[src/rtl/frd_pkg.sv]
package frd_pkg;
    typedef enum logic [1:0] {
        ST_IDLE   = 2'd0,
        ST_STROBE = 2'd1,
        ST_HOLD   = 2'd2
    } acc_state_t;

    localparam logic [3:0] CFG_RESET = 4'h0;
    localparam logic [3:0] CFG_SLEEP = 4'h1;
    localparam logic [3:0] CFG_X8    = 4'h2;
    localparam logic [3:0] CFG_BCAST = 4'h3;
    localparam logic [3:0] CFG_ID    = 4'hC;
    localparam logic [3:0] CFG_REV   = 4'hD;
endpackage

[src/rtl/frd_access_fsm.sv]
module frd_access_fsm
    import frd_pkg::*;
(
    input  logic       clk,
    input  logic       rst_n,
    input  logic       cs_n,
    input  logic       rd_en,
    input  logic       wr_en,
    input  logic [7:0] addr,
    input  logic [7:0] wdata,
    output logic       stb_wr,
    output logic       stb_rd,
    output logic [7:0] addr_q,
    output logic [7:0] wdata_q
);
    acc_state_t state, state_nx;
    logic       req;
    logic       wr_q;

    assign req = !cs_n && (rd_en || wr_en);

    always_ff @(posedge clk or negedge rst_n) begin
        if (!rst_n) state <= ST_IDLE;
        else        state <= state_nx;
    end

    always_ff @(posedge clk or negedge rst_n) begin
        if (!rst_n) begin
            addr_q  <= '0;
            wdata_q <= '0;
            wr_q    <= 1'b0;
        end else if (state == ST_IDLE && req) begin
            addr_q  <= addr;
            wdata_q <= wdata;
            wr_q    <= wr_en;
        end
    end

    always_comb begin
        state_nx = state;
        unique case (state)
            ST_IDLE:   if (req) state_nx = ST_STROBE;
            ST_STROBE: state_nx = ST_HOLD;
            ST_HOLD:   if (!req) state_nx = ST_IDLE;
            default:   state_nx = ST_IDLE;
        endcase
    end

    always_comb begin
        stb_wr = 1'b0;
        stb_rd = 1'b0;
        unique case (state)
            ST_STROBE: begin
                stb_wr = wr_q;
                stb_rd = !wr_q;
            end
            default: ;
        endcase
    end
endmodule

[src/rtl/frd_cfg_regs.sv]
module frd_cfg_regs
    import frd_pkg::*;
#(
    parameter int         NCH     = 8,
    parameter logic [7:0] DEV_ID  = 8'h28,
    parameter logic [7:0] DEV_REV = 8'h03
) (
    input  logic           clk,
    input  logic           rst_n,
    input  logic           cfg_wr,
    input  logic [3:0]     offset,
    input  logic [7:0]     wdata,
    output logic [7:0]     cfg_rdata,
    output logic [NCH-1:0] rst_pulse,
    output logic [NCH-1:0] sleep_q,
    output logic [NCH-1:0] x8_q,
    output logic           bcast_q
);
    always_ff @(posedge clk or negedge rst_n) begin
        if (!rst_n) begin
            rst_pulse <= '0;
            sleep_q   <= '0;
            x8_q      <= '0;
            bcast_q   <= 1'b0;
        end else begin
            rst_pulse <= '0;
            if (cfg_wr) begin
                unique case (offset)
                    CFG_RESET: rst_pulse <= wdata[NCH-1:0];
                    CFG_SLEEP: sleep_q   <= wdata[NCH-1:0];
                    CFG_X8:    x8_q      <= wdata[NCH-1:0];
                    CFG_BCAST: bcast_q   <= wdata[0];
                    default: ;
                endcase
            end
        end
    end

    always_comb begin
        unique case (offset)
            CFG_SLEEP: cfg_rdata = 8'(sleep_q);
            CFG_X8:    cfg_rdata = 8'(x8_q);
            CFG_BCAST: cfg_rdata = {7'd0, bcast_q};
            CFG_ID:    cfg_rdata = DEV_ID;
            CFG_REV:   cfg_rdata = DEV_REV;
            default:   cfg_rdata = 8'h00;
        endcase
    end
endmodule

[src/rtl/frd_chan_decode.sv]
module frd_chan_decode #(
    parameter int          NCH        = 8,
    parameter logic [15:0] BCAST_MASK = 16'h0F9E
) (
    input  logic [7:0]     addr_q,
    input  logic           stb_wr,
    input  logic           stb_rd,
    input  logic           bcast,
    input  logic [NCH-1:0] dlab,
    output logic [NCH-1:0] ch_wr,
    output logic [NCH-1:0] ch_rd,
    output logic [NCH-1:0] dl_sel,
    output logic           is_chan,
    output logic           is_cfg,
    output logic [2:0]     rd_chan
);
    logic [2:0] chan_sel;
    logic [3:0] idx;
    logic       bc_hit;

    assign chan_sel = addr_q[6:4];
    assign idx      = addr_q[3:0];
    assign is_chan  = !addr_q[7] && ({1'b0, chan_sel} < 4'(NCH));
    assign is_cfg   = addr_q[7] && (chan_sel == 3'd0);
    assign bc_hit   = bcast && BCAST_MASK[idx];
    assign rd_chan  = bcast ? 3'd0 : chan_sel;

    for (genvar n = 0; n < NCH; n++) begin : g_ch
        assign ch_wr[n]  = stb_wr && is_chan && ((chan_sel == 3'(n)) || bc_hit);
        assign ch_rd[n]  = stb_rd && is_chan && (rd_chan == 3'(n));
        assign dl_sel[n] = dlab[n] && (idx < 4'd2);
    end
endmodule

[src/rtl/flat_reg_decoder.sv]
module flat_reg_decoder #(
    parameter int          NCH        = 8,
    parameter logic [7:0]  DEV_ID     = 8'h28,
    parameter logic [7:0]  DEV_REV    = 8'h03,
    parameter logic [15:0] BCAST_MASK = 16'h0F9E
) (
    input  logic             clk,
    input  logic             rst_n,
    input  logic             cs_n,
    input  logic             rd_en,
    input  logic             wr_en,
    input  logic [7:0]       addr,
    input  logic [7:0]       wdata,
    output logic [7:0]       rdata,
    input  logic [NCH*8-1:0] ch_rdata,
    input  logic [NCH-1:0]   ch_dlab,
    output logic [NCH-1:0]   ch_wr,
    output logic [NCH-1:0]   ch_rd,
    output logic [3:0]       ch_idx,
    output logic [7:0]       ch_wdata,
    output logic [NCH-1:0]   ch_dl_sel,
    output logic [NCH-1:0]   ch_rst,
    output logic [NCH-1:0]   ch_sleep,
    output logic [NCH-1:0]   ch_8x
);
    logic       stb_wr, stb_rd, is_chan, is_cfg, bcast;
    logic [7:0] addr_q, wdata_q, cfg_rdata, chan_byte, rdata_q;
    logic [2:0] rd_chan;
    logic [7:0] chan_bytes [NCH];

    frd_access_fsm u_fsm (
        .clk(clk), .rst_n(rst_n), .cs_n(cs_n), .rd_en(rd_en), .wr_en(wr_en),
        .addr(addr), .wdata(wdata), .stb_wr(stb_wr), .stb_rd(stb_rd),
        .addr_q(addr_q), .wdata_q(wdata_q)
    );

    frd_chan_decode #(.NCH(NCH), .BCAST_MASK(BCAST_MASK)) u_dec (
        .addr_q(addr_q), .stb_wr(stb_wr), .stb_rd(stb_rd), .bcast(bcast),
        .dlab(ch_dlab), .ch_wr(ch_wr), .ch_rd(ch_rd), .dl_sel(ch_dl_sel),
        .is_chan(is_chan), .is_cfg(is_cfg), .rd_chan(rd_chan)
    );

    frd_cfg_regs #(.NCH(NCH), .DEV_ID(DEV_ID), .DEV_REV(DEV_REV)) u_cfg (
        .clk(clk), .rst_n(rst_n), .cfg_wr(stb_wr && is_cfg),
        .offset(addr_q[3:0]), .wdata(wdata_q), .cfg_rdata(cfg_rdata),
        .rst_pulse(ch_rst), .sleep_q(ch_sleep), .x8_q(ch_8x), .bcast_q(bcast)
    );

    for (genvar n = 0; n < NCH; n++) begin : g_unpack
        assign chan_bytes[n] = ch_rdata[n*8 +: 8];
    end

    always_comb begin
        chan_byte = 8'h00;
        for (int n = 0; n < NCH; n++)
            if (rd_chan == 3'(n)) chan_byte = chan_bytes[n];
    end

    always_ff @(posedge clk or negedge rst_n) begin
        if (!rst_n)      rdata_q <= 8'h00;
        else if (stb_rd) rdata_q <= is_chan ? chan_byte : (is_cfg ? cfg_rdata : 8'h00);
    end

    assign rdata    = rdata_q;
    assign ch_idx   = addr_q[3:0];
    assign ch_wdata = wdata_q;
endmodule

[config.mk]
export PLATFORM = sky130hd
export DESIGN_NAME = flat_reg_decoder
export DESIGN_NICKNAME = d
export VERILOG_FILES = /design/src/rtl/frd_pkg.sv /design/src/rtl/frd_access_fsm.sv /design/src/rtl/frd_cfg_regs.sv /design/src/rtl/frd_chan_decode.sv /design/src/rtl/flat_reg_decoder.sv
export SDC_FILE = /design/constraint.sdc
export NUM_CORES = 1
export LEC_CHECK = 0
export BUFFER_PORTS_ARGS = -buffer_cell sky130_fd_sc_hd__buf_2
export CORE_MARGIN = 5
export CORE_UTILIZATION = 50
export CTS_CLUSTER_DIAMETER = 30
export DETAILED_ROUTE_END_ITERATION = 7
export PLACE_DENSITY = 0.87
export SYNTH_ARGS = -nofsm -noshare
export SYNTH_HDL_FRONTEND = slang
export SYNTH_SLANG_ARGS = --single-unit
[constraint.sdc]
create_clock -name clk -period 3.8 [get_ports clk]
set_clock_uncertainty 0.05 [all_clocks]
set_input_delay 0.57 -clock clk [delete_from_list [all_inputs] [get_ports clk]]
set_output_delay 0.57 -clock clk [all_outputs]
set_load 0.01 [all_outputs]
# Word level (Yosys, flattened, before mapping)
# Memories as Yosys holds them, arrays and structs flattened.
# Index checks and enable logic that the tools add are counted.
[totals]
wordCells = 106
mem_bits_rw = 0
latch_bits = 0
n_memories = 1
reg_bits = 52
output_inout_bits = 68
mem_bits_ro = 16
in_bits = 93
[mem_list]
columns = ["name", "depth", "word_bits", "rd", "rd_clocked_by_memory_dff", "wr", "line_no", "text"]
rows = [
  ["(name not given)", 16, 1, 1, 0, 0, "frd_chan_decode.sv:25", "assign bc_hit = bcast && BCAST_MASK[idx];"],
]
[classes]
mux = 20
mul = 0
reduce_logical = 51
n_bitwise = 0
n_shift = 0
order_cmp = 2
n_eq_ne = 23
div_mod_pow = 0
n_addsub = 0
[ops]
columns = ["cell", "n"]
rows = [
  ["8-bit two-way mux", 12],
  ["8-bit one-hot mux with 5 select lines", 1],
  ["1-bit logical AND", 31],
  ["3-bit == test (second input constant)", 8],
  ["3-bit by 2-bit == test with 1-bit output (second input constant)", 4],
  ["1-bit logical OR", 9],
  ["4-bit by 2-bit == test with 1-bit output (second input constant)", 2],
  ["4-bit == test (second input constant)", 2],
  ["2-bit AND reduction", 4],
  ["3-bit by 1-bit == test with 1-bit output (second input constant)", 2],
  ["3-bit logical NOT", 2],
  ["2-bit one-hot mux with 3 select lines", 1],
  ["4-bit by 5-bit < comparator with 1-bit output (second input constant)", 1],
  ["4-bit by 1-bit == test with 1-bit output (second input constant)", 1],
  ["4-bit logical NOT", 1],
  ["4-bit by 2-bit < comparator with 1-bit output (second input constant)", 1],
  ["2-bit two-way mux", 2],
  ["1-bit logical NOT", 3],
  ["1-bit two-way mux", 3],
  ["3-bit two-way mux", 1],
  ["2-bit by 1-bit == test with 1-bit output (second input constant)", 1],
  ["2-bit == test (second input constant)", 1],
  ["2-bit logical NOT", 1],
  ["2-bit by 1-bit inequality test with 1-bit output (second input constant)", 1],
  ["2-bit inequality test (second input constant)", 1],
]

# Longest topological paths before layout
# Gate-level depths: netlist (run 1).
[depth]
ltp_word = 11
depth_mapped = 7
mapped_depth_nobuf = 6

# By module
# From an unflattened synthesis (run 1), not the netlist that was laid out.
[hier_totals]
cells_unflattened = 318
area_unflattened_um2 = 3276.9
[by_module_without_submodules]
columns = ["mod", "area_per_inst_um2", "n_inst", "cells_per_inst", "seq_area_each_um2"]
rows = [
  ["frd_cfg_regs", 1089.8, 1, 85, 625.6],
  ["flat_reg_decoder", 1084.8, 1, 133, 200.2],
  ["frd_access_fsm", 737.0, 1, 43, 475.5],
  ["frd_chan_decode", 365.4, 1, 57, 0.0],
]

# Worst setup path before layout (run 1)
# No wires, ideal clock.
[synth_path]
path_kind = "reg-to-output"
from = "register u_fsm.addr_q[0]"
to = "output port ch_wr[2]"
required_ns = 3.180
path_buffers = 0
arrival_ns = 1.363
stages_incl_launch_ff = 7
path_slack_ns = 1.817
path_cell_list = "dfrtp_1 -> inv_1 -> ha_1 -> o21ai_0 -> nand3_1 -> o21a_1 -> nor2_1"
[synth_between]
elab_chain_len = 5
[synth_rtl]
columns = ["element", "line_no", "text"]
rows = [
  ["from (decl)", "frd_access_fsm.sv:13", "output logic [7:0] addr_q,"],
  ["from (signal assigned)", "frd_access_fsm.sv:33", "addr_q <= addr;"],
  ["memory 16 x 1 bit", "--", ""],
  ["1-bit two-way mux (not written as such)", "frd_chan_decode.sv:25", ""],
  ["1-bit logical AND", "frd_chan_decode.sv:25", ""],
  ["1-bit logical OR", "frd_chan_decode.sv:29", "assign ch_wr[n] = stb_wr && is_chan && ((chan_sel == 3'(n)) || bc_hit);"],
  ["1-bit logical AND", "frd_chan_decode.sv:29", ""],
  ["to (decl)", "flat_reg_decoder.sv:17", "output logic [NCH-1:0] ch_wr,"],
]
# No other way between the ends. The select of a mux whose other input is x is not followed.

# Final worst setup path (run 1)
[layout_path]
from = "register u_fsm.addr_q[4]"
to = "output port ch_rd[7]"
[layout_between]
elab_chain_len = 3
[layout_rtl]
columns = ["element", "line_no", "text"]
rows = [
  ["3-bit two-way mux", "frd_chan_decode.sv:26", "assign rd_chan = bcast ? 3'd0 : chan_sel;"],
  ["3-bit == test", "frd_chan_decode.sv:30", "assign ch_rd[n] = stb_rd && is_chan && (rd_chan == 3'(n));"],
  ["1-bit logical AND", "frd_chan_decode.sv:30", ""],
  ["to (decl)", "flat_reg_decoder.sv:18", "output logic [NCH-1:0] ch_rd,"],
]
# No other way between the ends.

==> qor.yml, run 1 <==
holdWs_ns: 0.2111
r2r-end: "u_cfg.x8_q[7]$_DFFE_PN0P_"
cts_setup_buffers: 0
fin_nets: 562
slew_headroom_pct: 37.45
start_util_pct: 50.61
synth_cell_types: 49
grt_use_total_pct: 23.69
ys.flop_type: "dfrtp_1"
io_buffer_count: 160
synth_xor_area_share_pct: 0
drv_slew: 0
wl_per_cell_um: 17.94
multi_input_area_um2: 1689
drtPass1Iterations: 4
drv_cap: 0
cp-endpoint: "ch_rd[7]"
ys_seq_elements: 52
regArea_um2: 1301
start_kind: "register"
fp-row-count: 29
synth_area_um2: 3177
hold_path_class: "input pin to async pin"
fmax_mhz: 347.5
fp.dieW_um: 89.71
crit_slowest_cell: "dfrtp_1"
clk_pin_slew_ns: 0.09
cts.repair.resized: 0
worstSetupPathType: "register to output port"
ys_seq_area_share_pct: 40.96
drc: 0
drt_iter0_drc: 130
rrSetupSlack_ns: 1.51
end_kind: "output port"
critPathMaxFanout: 25
viasPerCell: 5.579
synth_warnings: 0
grt_max_degree: 28
cts.sinks: 52
synthMuxAreaShare_pct: 15.60
crit_path_max_incr_delay_ns: 0.97
netlist.area_leader.share_pct: 40.96
synth-compound-area-share_pct: 18.39
diodes: 0
numCtsBuffers: 5
p_leak_nw: 2.060
htree_levels: 2
final_layout_size_suffix_gt1_share_pct: 45.18
routed_wl_mm: 9.759
areaGrowthSynthToFinish_pct: 28.00
worstPathCellList: "nand3_1 > nor3_1 > buf_2"
antenna_found_initial: 0
hold_viol: 0
syn_nets: 415
crit_start: "u_fsm.addr_q[4]$_DFFE_PN0P_"
synth_common_cells: "dfrtp_1 (52), nand2_1 (32), and2_1 (19)"
arrival_ns: 2.26
period_minus_slack_ns: 2.878
synth.most_common_cell: "dfrtp_1"
critical_path_required_ns: 3.18
cts_buffer_depth: 2
synth_top_family_by_area: "compound AO/OA/AOI/OAI gates"
synth.avg_cell_area_um2: 9.959
vias: 3035
synth_fa_ha_area_share_pct: 1.182
io_pins: 161
cts_hold_buf: 0
rsz0062_at_grt: "false"
r2r_cells: 4
grt_pass1_vias: 3136
vdd_drop_max_v: 0.0004290
yosysTopAreaCell: "dfrtp_1"
rr_startpoint: "u_fsm.addr_q[4]$_DFFE_PN0P_"
final_antenna_net_count: 0
tns_ns: 0
synth_edf_count: 0
die_h_um: 89.71
status: "completed"
gp_congestion: 0.9149
overflow: 0
post-route-period-util_pct: 75.74
die_area_um2: 8048
clk_latency_ns: 0.30
fillCellCount: 531
async_flop_share_pct: 100.0
ctsRootBufferMaster: "clkbuf_8"
synthCells: 319
place_hpwl_mm: 7.726
power_density_nw_per_um2: 514.9
setup_viol_count_final: 0
core_area_um2: 6277
grt_pass1_wl_mm: 15.88
synth-simple-area-share_pct: 17.72
cts_tree: "yes"
worst_pin_slew_ns: 0.9382
synth.top_cells.by_area: "dfrtp_1 (41%), mux2_4 (7.6%), mux2_2 (4.3%), nand2_1 (3.8%), and2_1 (3.7%)"
-- flip-flops by register name, summed over array words and instances (netlist names) --
| name | count |
|---|---|
| rdata | 8 |
| u_cfg.rst_pulse | 8 |
| u_fsm.wr_q | 1 |
| u_cfg.x8_q | 8 |
| u_cfg.sleep_q | 8 |
| u_fsm.wdata_q | 8 |
| u_fsm.state | 2 |
| u_cfg.bcast_q | 1 |
| u_fsm.addr_q | 8 |
-- power breakdown --
group	switching, mW	leakage, nW	internal (mW)	total [mW]
logic	0.451	1.32	0.396	0.847
clock network	0.183	0.0548	0.198	0.381
registers	0.195	0.681	0.670	0.865
total	0.829	2.06	1.26	2.09
-- how the worst min path moves through the flow --
| stage | start | to | slack (ns) | cells past startpoint |
|---|---|---|---|---|
| after detailed placement | rdata[7]$_DFFE_PN0P_ | rdata[7]$_DFFE_PN0P_ | 0.42 | 2 |
| final | rst_n | u_fsm.wr_q$_DFFE_PN0P_ | 0.21 | 1 |
| after CTS | rst_n | u_fsm.wdata_q[3]$_DFFE_PN0P_ | 0.22 | 1 |
| after global placement | rdata[0]$_DFFE_PN0P_ | rdata[0]$_DFFE_PN0P_ | 0.42 | 2 |
| after global routing | rst_n | u_fsm.wdata_q[5]$_DFFE_PN0P_ | 0.23 | 1 |
| after floorplan | rst_n | rdata[0]$_DFFE_PN0P_ | 0.22 | 0 |
-- through the flow --
stage          cells  cell area [um2]  worst slack (ns)  util (%)  total power, mW
6_report         544             4066            0.9220     64.78            2.094
5_1_grt          544             4066            0.6956     64.78            2.248
4_1_cts          544             4066            0.9331     64.78            2.102
3_5_place_dp     536             3951             1.283     62.95            1.723
3_3_place_gp     536             3951             1.329     62.95            1.696
2_1_floorplan    319             3177             1.817         -            1.425
-- placed cells by master (no fill, tap or decap), drive strengths merged --
cell type / netlist / layout
ha: 3 / 3
mux2i: 3 / 3
buf: 19 / 163
a21oi: 18 / 18
a22oi: 9 / 9
o21ai: 17 / 17
a21o: 3 / 3
nor3: 7 / 7
o221ai: 12 / 12
nor4: 3 / 3
a31oi: 1 / 1
o2111ai: 1 / 1
clkinvlp: 0 / 1
nor2: 20 / 20
nor3b: 1 / 1
o2bb2ai: 1 / 1
o21a: 6 / 6
mux2: 36 / 36
nand4: 1 / 1
clkbuf: 4 / 5
nor2b: 5 / 5
o31a: 1 / 1
o211ai: 3 / 3
a211oi: 2 / 2
nand2b: 5 / 5
bufinv: 0 / 1
and3: 1 / 1
o22ai: 6 / 6
nand3b: 2 / 2
and2b: 1 / 1
dfrtp: 52 / 52
nand2: 32 / 32
and2: 21 / 21
nand3: 5 / 5
o32ai: 2 / 2
a221oi: 4 / 4
inv: 11 / 12
a211o: 1 / 1
-- kinds of logic (layout without fill, tap and decap cells) --
family,Yosys count,after routing
and+or+nand+nor,104,104
AOI/OAI and AO/OA,87,87
DFF,52,52
muxes,39,39
buffers and inverters,34,182
adders and majority gates,3,3
-- critical path: cells and delay by family, from the launching register on --
kind | cells | cell delay [ns]
flops | 1 | 0.97
simple gates | 2 | 0.78
buf+inv | 1 | 0.19
-- layer usage --
metal / routed length [um] / vias to the layer above / track usage (%)
li1: - / 1444 / -
met1: 3845 / 1421 / 28.59
met2: 4905 / 158 / 40.37
met3: 879 / 12 / 6.594
met4: 129 / 0 / 8.186
met5: 0 / - / 0
-- cell type report --
| type | count | area share, % |
|---|---|---|
| clock buffers | 5 | 1.692 |
| clock inverters | 3 | 1.138 |
| multi-input cells | 233 | 41.54 |
| well taps | 77 | 2.369 |
| repair buffers | 163 | 20.25 |
| flip-flops and latches | 52 | 32.00 |
| inverters | 11 | 1.015 |
Note: power is estimated with default switching activity, not from simulation.
==> inputs of run 2 (changes only) <==
Settings changed: CORE_UTILIZATION 50 to 46, PLACE_DENSITY 0.87 to 0.81.
Clock period 3.8 ns to 2.9 ns, I/O delays scaled along.
==> run 2 against run 1 <==
- critical path depth unchanged
- sequential cell count unchanged
- clock-buffer cell count increased by 2
- cell count increased by 1.1%
- routed wire length decreased by 2.6%
- clock power increased by 38%
- sequential power increased by 26%
- first-iteration DRC count decreased by 1.5%
==> qor.yml, run 2 (same netlist as run 1, synthesis figures left out) <==
status: "completed"
power_density_nw_per_um2: 674.9  # +31%
final_layout_size_suffix_gt1_share_pct: 45.53  # +0.35 points
vdd_drop_max_v: 0.0006355  # +48%
period_minus_slack_ns: 2.558
antenna_found_initial: 0  # unchanged
stdcell_count: 550  # +1.1%
worstSetupPathType: "register to output port"
drv_slew: 0  # unchanged
crit_slowest_cell: "dfrtp_1"
post-route-period-util_pct: 88.22
fmax_mhz: 390.9
final_common_cell: "buf_2"
overflow: 0  # unchanged
clk_latency_ns: 0.30  # about the same
fillCellCount: 625  # +18%
place_hpwl_mm: 7.715  # -0.14%
critPathMaxFanout: 21  # -16%
drt_iter0_drc: 128  # -1.5%
final_antenna_net_count: 0  # unchanged
hold_path_class: "input pin to async pin"
worst_pin_slew_ns: 0.8073  # -0.1309 ns
drtPass1Iterations: 5  # +1
fin_nets: 565  # +0.53%
post-route-util_pct: 60.74  # -4.0 points
grt_pass1_vias: 2978  # -5.0%
fp.dieW_um: 93.10  # +3.8%
arrival_ns: 2.07  # -0.19 ns
cts.sinks: 52  # unchanged
slew_headroom_pct: 46.18  # +8.7 points
final_cell_mix: "buf_2 (160), dfrtp_1 (52), nand2_1 (32), and2_1 (19), a21oi_1 (18)"
crit_path_max_incr_delay_ns: 0.80  # -0.17 ns
setup_viol_count_final: 0  # unchanged
start_util_pct: 47.02  # -3.6 points
areaGrowthSynthToFinish_pct: 29.18
cts_buffer_depth: 2  # unchanged
end_kind: "output port"
hold_viol: 0  # unchanged
grt_pass1_wl_mm: 14.86  # -6.4%
rsz0062_at_grt: "false"
placedCellCount: 542  # +1.1%
grt_max_degree: 39  # +39%
cts_tree: "yes"
p_leak_nw: 2.084  # +1.2%
htree_levels: 2  # unchanged
regArea_um2: 1301  # unchanged
die_h_um: 93.10  # +3.8%
core_area_um2: 6756  # +7.6%
vias: 3049  # +0.46%
p_total_mw: 2.770  # +32%
ctsRootBufferMaster: "clkbuf_8"
die_area_um2: 8668  # +7.7%
drc: 0  # unchanged
gp_congestion: 1.005  # +9.9%
clk_pin_slew_ns: 0.09  # about the same
start_kind: "register"
routed_wl_mm: 9.507  # -2.6%
multi_input_area_um2: 1689  # unchanged
io_buffer_count: 160  # unchanged
diodes: 0  # unchanged
numCtsBuffers: 5  # unchanged
viasPerCell: 5.544  # -0.63%
tns_ns: 0  # unchanged
grt_use_total_pct: 21.34  # -2.4 points
cts_hold_buf: 0  # unchanged
worstPathCellList: "nand3_1 > nor3_1 > buf_2"
critical_path_required_ns: 2.41  # -0.77 ns
io_pins: 161  # unchanged
fp-row-count: 30  # +3.4%
cts_setup_buffers: 0  # unchanged
cts.repair.resized: 0  # unchanged
wl_per_cell_um: 17.29  # -3.6%
drv_cap: 0  # unchanged
## run 2: cell count changes in the layout (fill, tap and decap cells not counted)
cell / before / now
clkbuf_8: 5 / 7
buf_4: 3 / 6
clkinvlp_4: 1 / 0
inv_6: 1 / 0
## run 2: layout make-up
| type | instances | area share (%) |
|---|---|---|
| Tap cell | 80 | 2.439 |
| Multi-Input combinational cell | 233 | 41.16 |
| Sequential cell | 52 | 31.71 |
| Timing Repair Buffer | 166 | 20.61 |
| Clock buffer | 7 | 2.348 |
| Clock inverter | 1 | 0.7317 |
| Inverter | 11 | 1.006 |
## run 2: critical path: cells and delay by family (launching register included)
family / cells / cell delay, ns
flip-flops: 1 / 0.80
AND/OR/NAND/NOR: 2 / 0.77
buffers and inverters: 1 / 0.20
## run 2: routing by layer
layer / wire (um) / part of all wire [%] / GRT usage, %
met1: 3783 / 40 / 26.25
met2: 4611 / 49 / 36.89
met4: 202 / 2.1 / 5.983
met5: 0 / 0 / 0
met3: 909 / 9.6 / 5.551
## run 2: path summary, 6_finish.rpt
path	startpoint	end	slack (ns)	cells past startpoint
min reg2reg	rdata[1]$_DFFE_PN0P_	rdata[1]$_DFFE_PN0P_	0.43	2
min in group clk	addr[1]	u_fsm.addr_q[1]$_DFFE_PN0P_	0.29	3
max reg2reg	u_fsm.addr_q[5]$_DFFE_PN0P_	u_cfg.sleep_q[0]$_DFFE_PN0P_	0.73	4
max in group asynchronous	rst_n	rdata[6]$_DFFE_PN0P_	1.92	2
max	u_fsm.addr_q[5]$_DFFE_PN0P_	ch_rd[7]	0.34	3
min	rst_n	u_fsm.wdata_q[6]$_DFFE_PN0P_	0.17	1
## run 2: per-stage QoR
stage          worst slack (ns)  hold WS (ns)  area (um2)
2_1_floorplan             1.052       0.08941        3177
5_1_grt                  0.1845        0.2504        4104
4_1_cts                  0.4012        0.1977        4104
3_5_place_dp             0.7459        0.4192        3978
3_3_place_gp             0.7908        0.4162        3978
6_report                 0.3415        0.1709        4104
## run 2: power by group
part	switching [mW]	leakage (nW)	internal, mW
Clock	0.223	0.0645	0.304
Combinational	0.622	1.34	0.532
Sequential	0.209	0.681	0.879
==> inputs of run 3 (changes only) <==
==> constraint.sdc (replaced) <==
create_clock -name clk -period 2.9 [get_ports clk]
set_clock_uncertainty 0.05 [all_clocks]
set_input_delay 0.58 -clock clk [delete_from_list [all_inputs] [get_ports clk]]
set_output_delay 0.58 -clock clk [all_outputs]
set_load 0.01 [all_outputs]
==> run 3 against run 2 <==
- routed wire length increased by 3.0%
- clock power shrank 19%
- combinational power rose by 3%
- via count grew 1.0%
- worst hold slack improved by 0.085 ns
- power fell by 2.5%
- sequential cell count did not move
- sequential power about the same
- critical path type unchanged
- largest cell class unchanged
==> qor.yml, run 3 (same netlist as run 1, synthesis figures left out) <==
ctsRootBufferMaster: "clkbuf_8"
final_layout_size_suffix_gt1_share_pct: 45.76  # +0.23 points
wl_per_cell_um: 17.74  # +2.6%
cts_setup_buffers: 0  # unchanged
gp_congestion: 0.9266  # -7.8%
cts_buffer_depth: 2  # unchanged
slew_headroom_pct: 55.81  # +9.6 points
routed_wl_mm: 9.791  # +3.0%
io_buffer_count: 160  # unchanged
worstPathCellList: "and2b_1 > nand2b_1 > nor2_2 > nand2_1 > nor3_1 > buf_2"
grt_pass1_vias: 3064  # +2.9%
worst_pin_slew_ns: 0.6628  # -0.1445 ns
period_minus_slack_ns: 2.602  # +0.04382 ns
netSwitchingFraction_pct: 39.34  # +1.3 points
combPwrFrac_pct: 43.9  # +2.2 points
stdcell_count: 552  # +0.36%
die_area_um2: 8668  # unchanged
hold_path_class: "input pin to async pin"
r2r-end: "u_cfg.x8_q[1]$_DFFE_PN0P_"
numCtsBuffers: 5  # unchanged
fmax_mhz: 384.3  # -1.7%
die_h_um: 93.10  # unchanged
placedCellCount: 545  # +0.55%
end_kind: "output port"
fp-row-count: 30  # unchanged
crit_family: "simple AND/OR/NAND/NOR gates"
rr_startpoint: "u_fsm.addr_q[4]$_DFFE_PN0P_"
cp_num_buf_inv: 1  # unchanged
power_density_nw_per_um2: 658.9  # -2.4%
rrSetupSlack_ns: 0.82  # +0.09 ns
fin_nets: 568  # +0.53%
htree_levels: 2  # unchanged
status: "completed"
drv_cap: 0  # unchanged
crit_path_max_incr_delay_ns: 0.42  # -0.38 ns
final_common_cell: "buf_2"
cts_tree: "yes"
core_area_um2: 6756  # unchanged
r2r_cells: 4  # unchanged
critPathMaxFanout: 10  # -52%
drv_slew: 0  # unchanged
power.internal_mw: 1.637  # -4.6%
cts.repair.resized: 0  # unchanged
grt_pass1_wl_mm: 15.37  # +3.4%
diodes: 0  # unchanged
worstSetupPathType: "register to output port"
vdd_drop_max_v: 0.0003709  # -42%
fillCellCount: 603  # -3.5%
clockPowerShare_pct: 15.9  # -3.1 points
clk_latency_ns: 0.29  # about the same
drc: 0  # unchanged
final_antenna_net_count: 0  # unchanged
pwr-share-seq_pct: 40.2  # +0.9 points
overflow: 0  # unchanged
fp.dieW_um: 93.10  # unchanged
io_pins: 161  # unchanged
start_kind: "register"
crit_slowest_cell: "dfrtp_1"
drtPass1Iterations: 4  # -1
switchingPower_mw: 1.062  # +0.73%
arrival_ns: 1.97  # -0.10 ns
final_cell_mix: "buf_2 (160), dfrtp_1 (52), nand2_1 (32), and2_1 (19), a21oi_1 (18)"
vias: 3081  # +1.0%
post-route-period-util_pct: 89.73  # +1.5 points
grt_max_degree: 32  # -18%
start_util_pct: 47.02  # unchanged
cts.sinks: 52  # unchanged
p_leak_nw: 2.084  # about the same
clk_pin_slew_ns: 0.09  # about the same
antenna_found_initial: 0  # unchanged
rsz0062_at_grt: "false"
place_hpwl_mm: 7.976  # +3.4%
hold_viol: 0  # unchanged
viasPerCell: 5.582  # +0.68%
drt_iter0_drc: 121  # -5.5%
cts_hold_buf: 0  # unchanged
critical_path_required_ns: 2.27  # -0.14 ns
areaGrowthSynthToFinish_pct: 28.95
grt_use_total_pct: 22.13  # +0.80 points
setup_viol_count_final: 0  # unchanged
tns_ns: 0  # unchanged
run 3: changes by cell type in the layout (fill, tap and decap cells not counted), sizes merged:
cell | before | now
buf | 166 | 169
bufinv | 1 | 0
run 3: worst max path at each step:
stage                           startpoint        to  slack, ns  cells after the start
2_1_floorplan  u_fsm.addr_q[0]$_DFFE_PN0P_  ch_wr[2]       0.91                      6
3_3_place_gp    u_fsm.state[1]$_DFFE_PN0P_  ch_rd[3]       0.69                      6
3_5_place_dp    u_fsm.state[1]$_DFFE_PN0P_  ch_rd[3]       0.63                      6
4_1_cts         u_fsm.state[1]$_DFFE_PN0P_  ch_rd[3]       0.30                      6
5_1_grt         u_fsm.state[1]$_DFFE_PN0P_  ch_rd[3]       0.12                      6
6_report        u_fsm.state[1]$_DFFE_PN0P_  ch_rd[3]       0.30                      6
run 3: metal layers:
| layer | GRT usage (%) | vias to the layer above | routed length (um) |
|---|---|---|---|
| met5 | 0 | - | 0 |
| met4 | 6.227 | 0 | 235 |
| met3 | 5.873 | 19 | 940 |
| met2 | 39.35 | 153 | 4780 |
| met1 | 26.23 | 1452 | 3835 |
| li1 | - | 1457 | - |
run 3: cell type report:
cell class	count	area [um2]	share of cell area [%]
clock buffer	7	96.34	2.352
inverter	11	41.29	1.008
multi-input combinational	233	1689	41.23
sequential	52	1301	31.77
tap	80	100.1	2.443
timing repair buffer	169	868.3	21.20
run 3: worst register-to-register path, cell delays in order, from the launching register on:
cell and delay, ns:
dfrtp_1 0.58, nor3_2 0.34, nand4_2 0.26, nor2b_4 0.40, mux2_4 0.34
run 3: per-stage QoR:
step / area, um2 / hold slack [ns] / util [%] / worst slack (ns) / total power, mW
CTS: 4096 / 0.2825 / 60.63 / 0.3009 / 2.715
detailed placement: 4000 / 0.4265 / 59.20 / 0.6281 / 2.286
finish: 4096 / 0.2564 / 60.63 / 0.2977 / 2.699
floorplan: 3177 / 0.2344 / - / 0.9075 / 1.868
global placement: 4000 / 0.4160 / 59.20 / 0.6934 / 2.249
global route: 4096 / 0.3104 / 60.63 / 0.1177 / 2.890
run 3: power by group through the flow:
stage | Sequential, mW | Clock [mW] | Combinational, mW
after CTS | 1.08 | 0.437 | 1.19
after floorplan | 1.07 | 0 | 0.798
final | 1.08 | 0.428 | 1.19
after global routing | 1.12 | 0.473 | 1.30
after global placement | 1.09 | 0 | 1.16
after detailed placement | 1.10 | 0 | 1.19
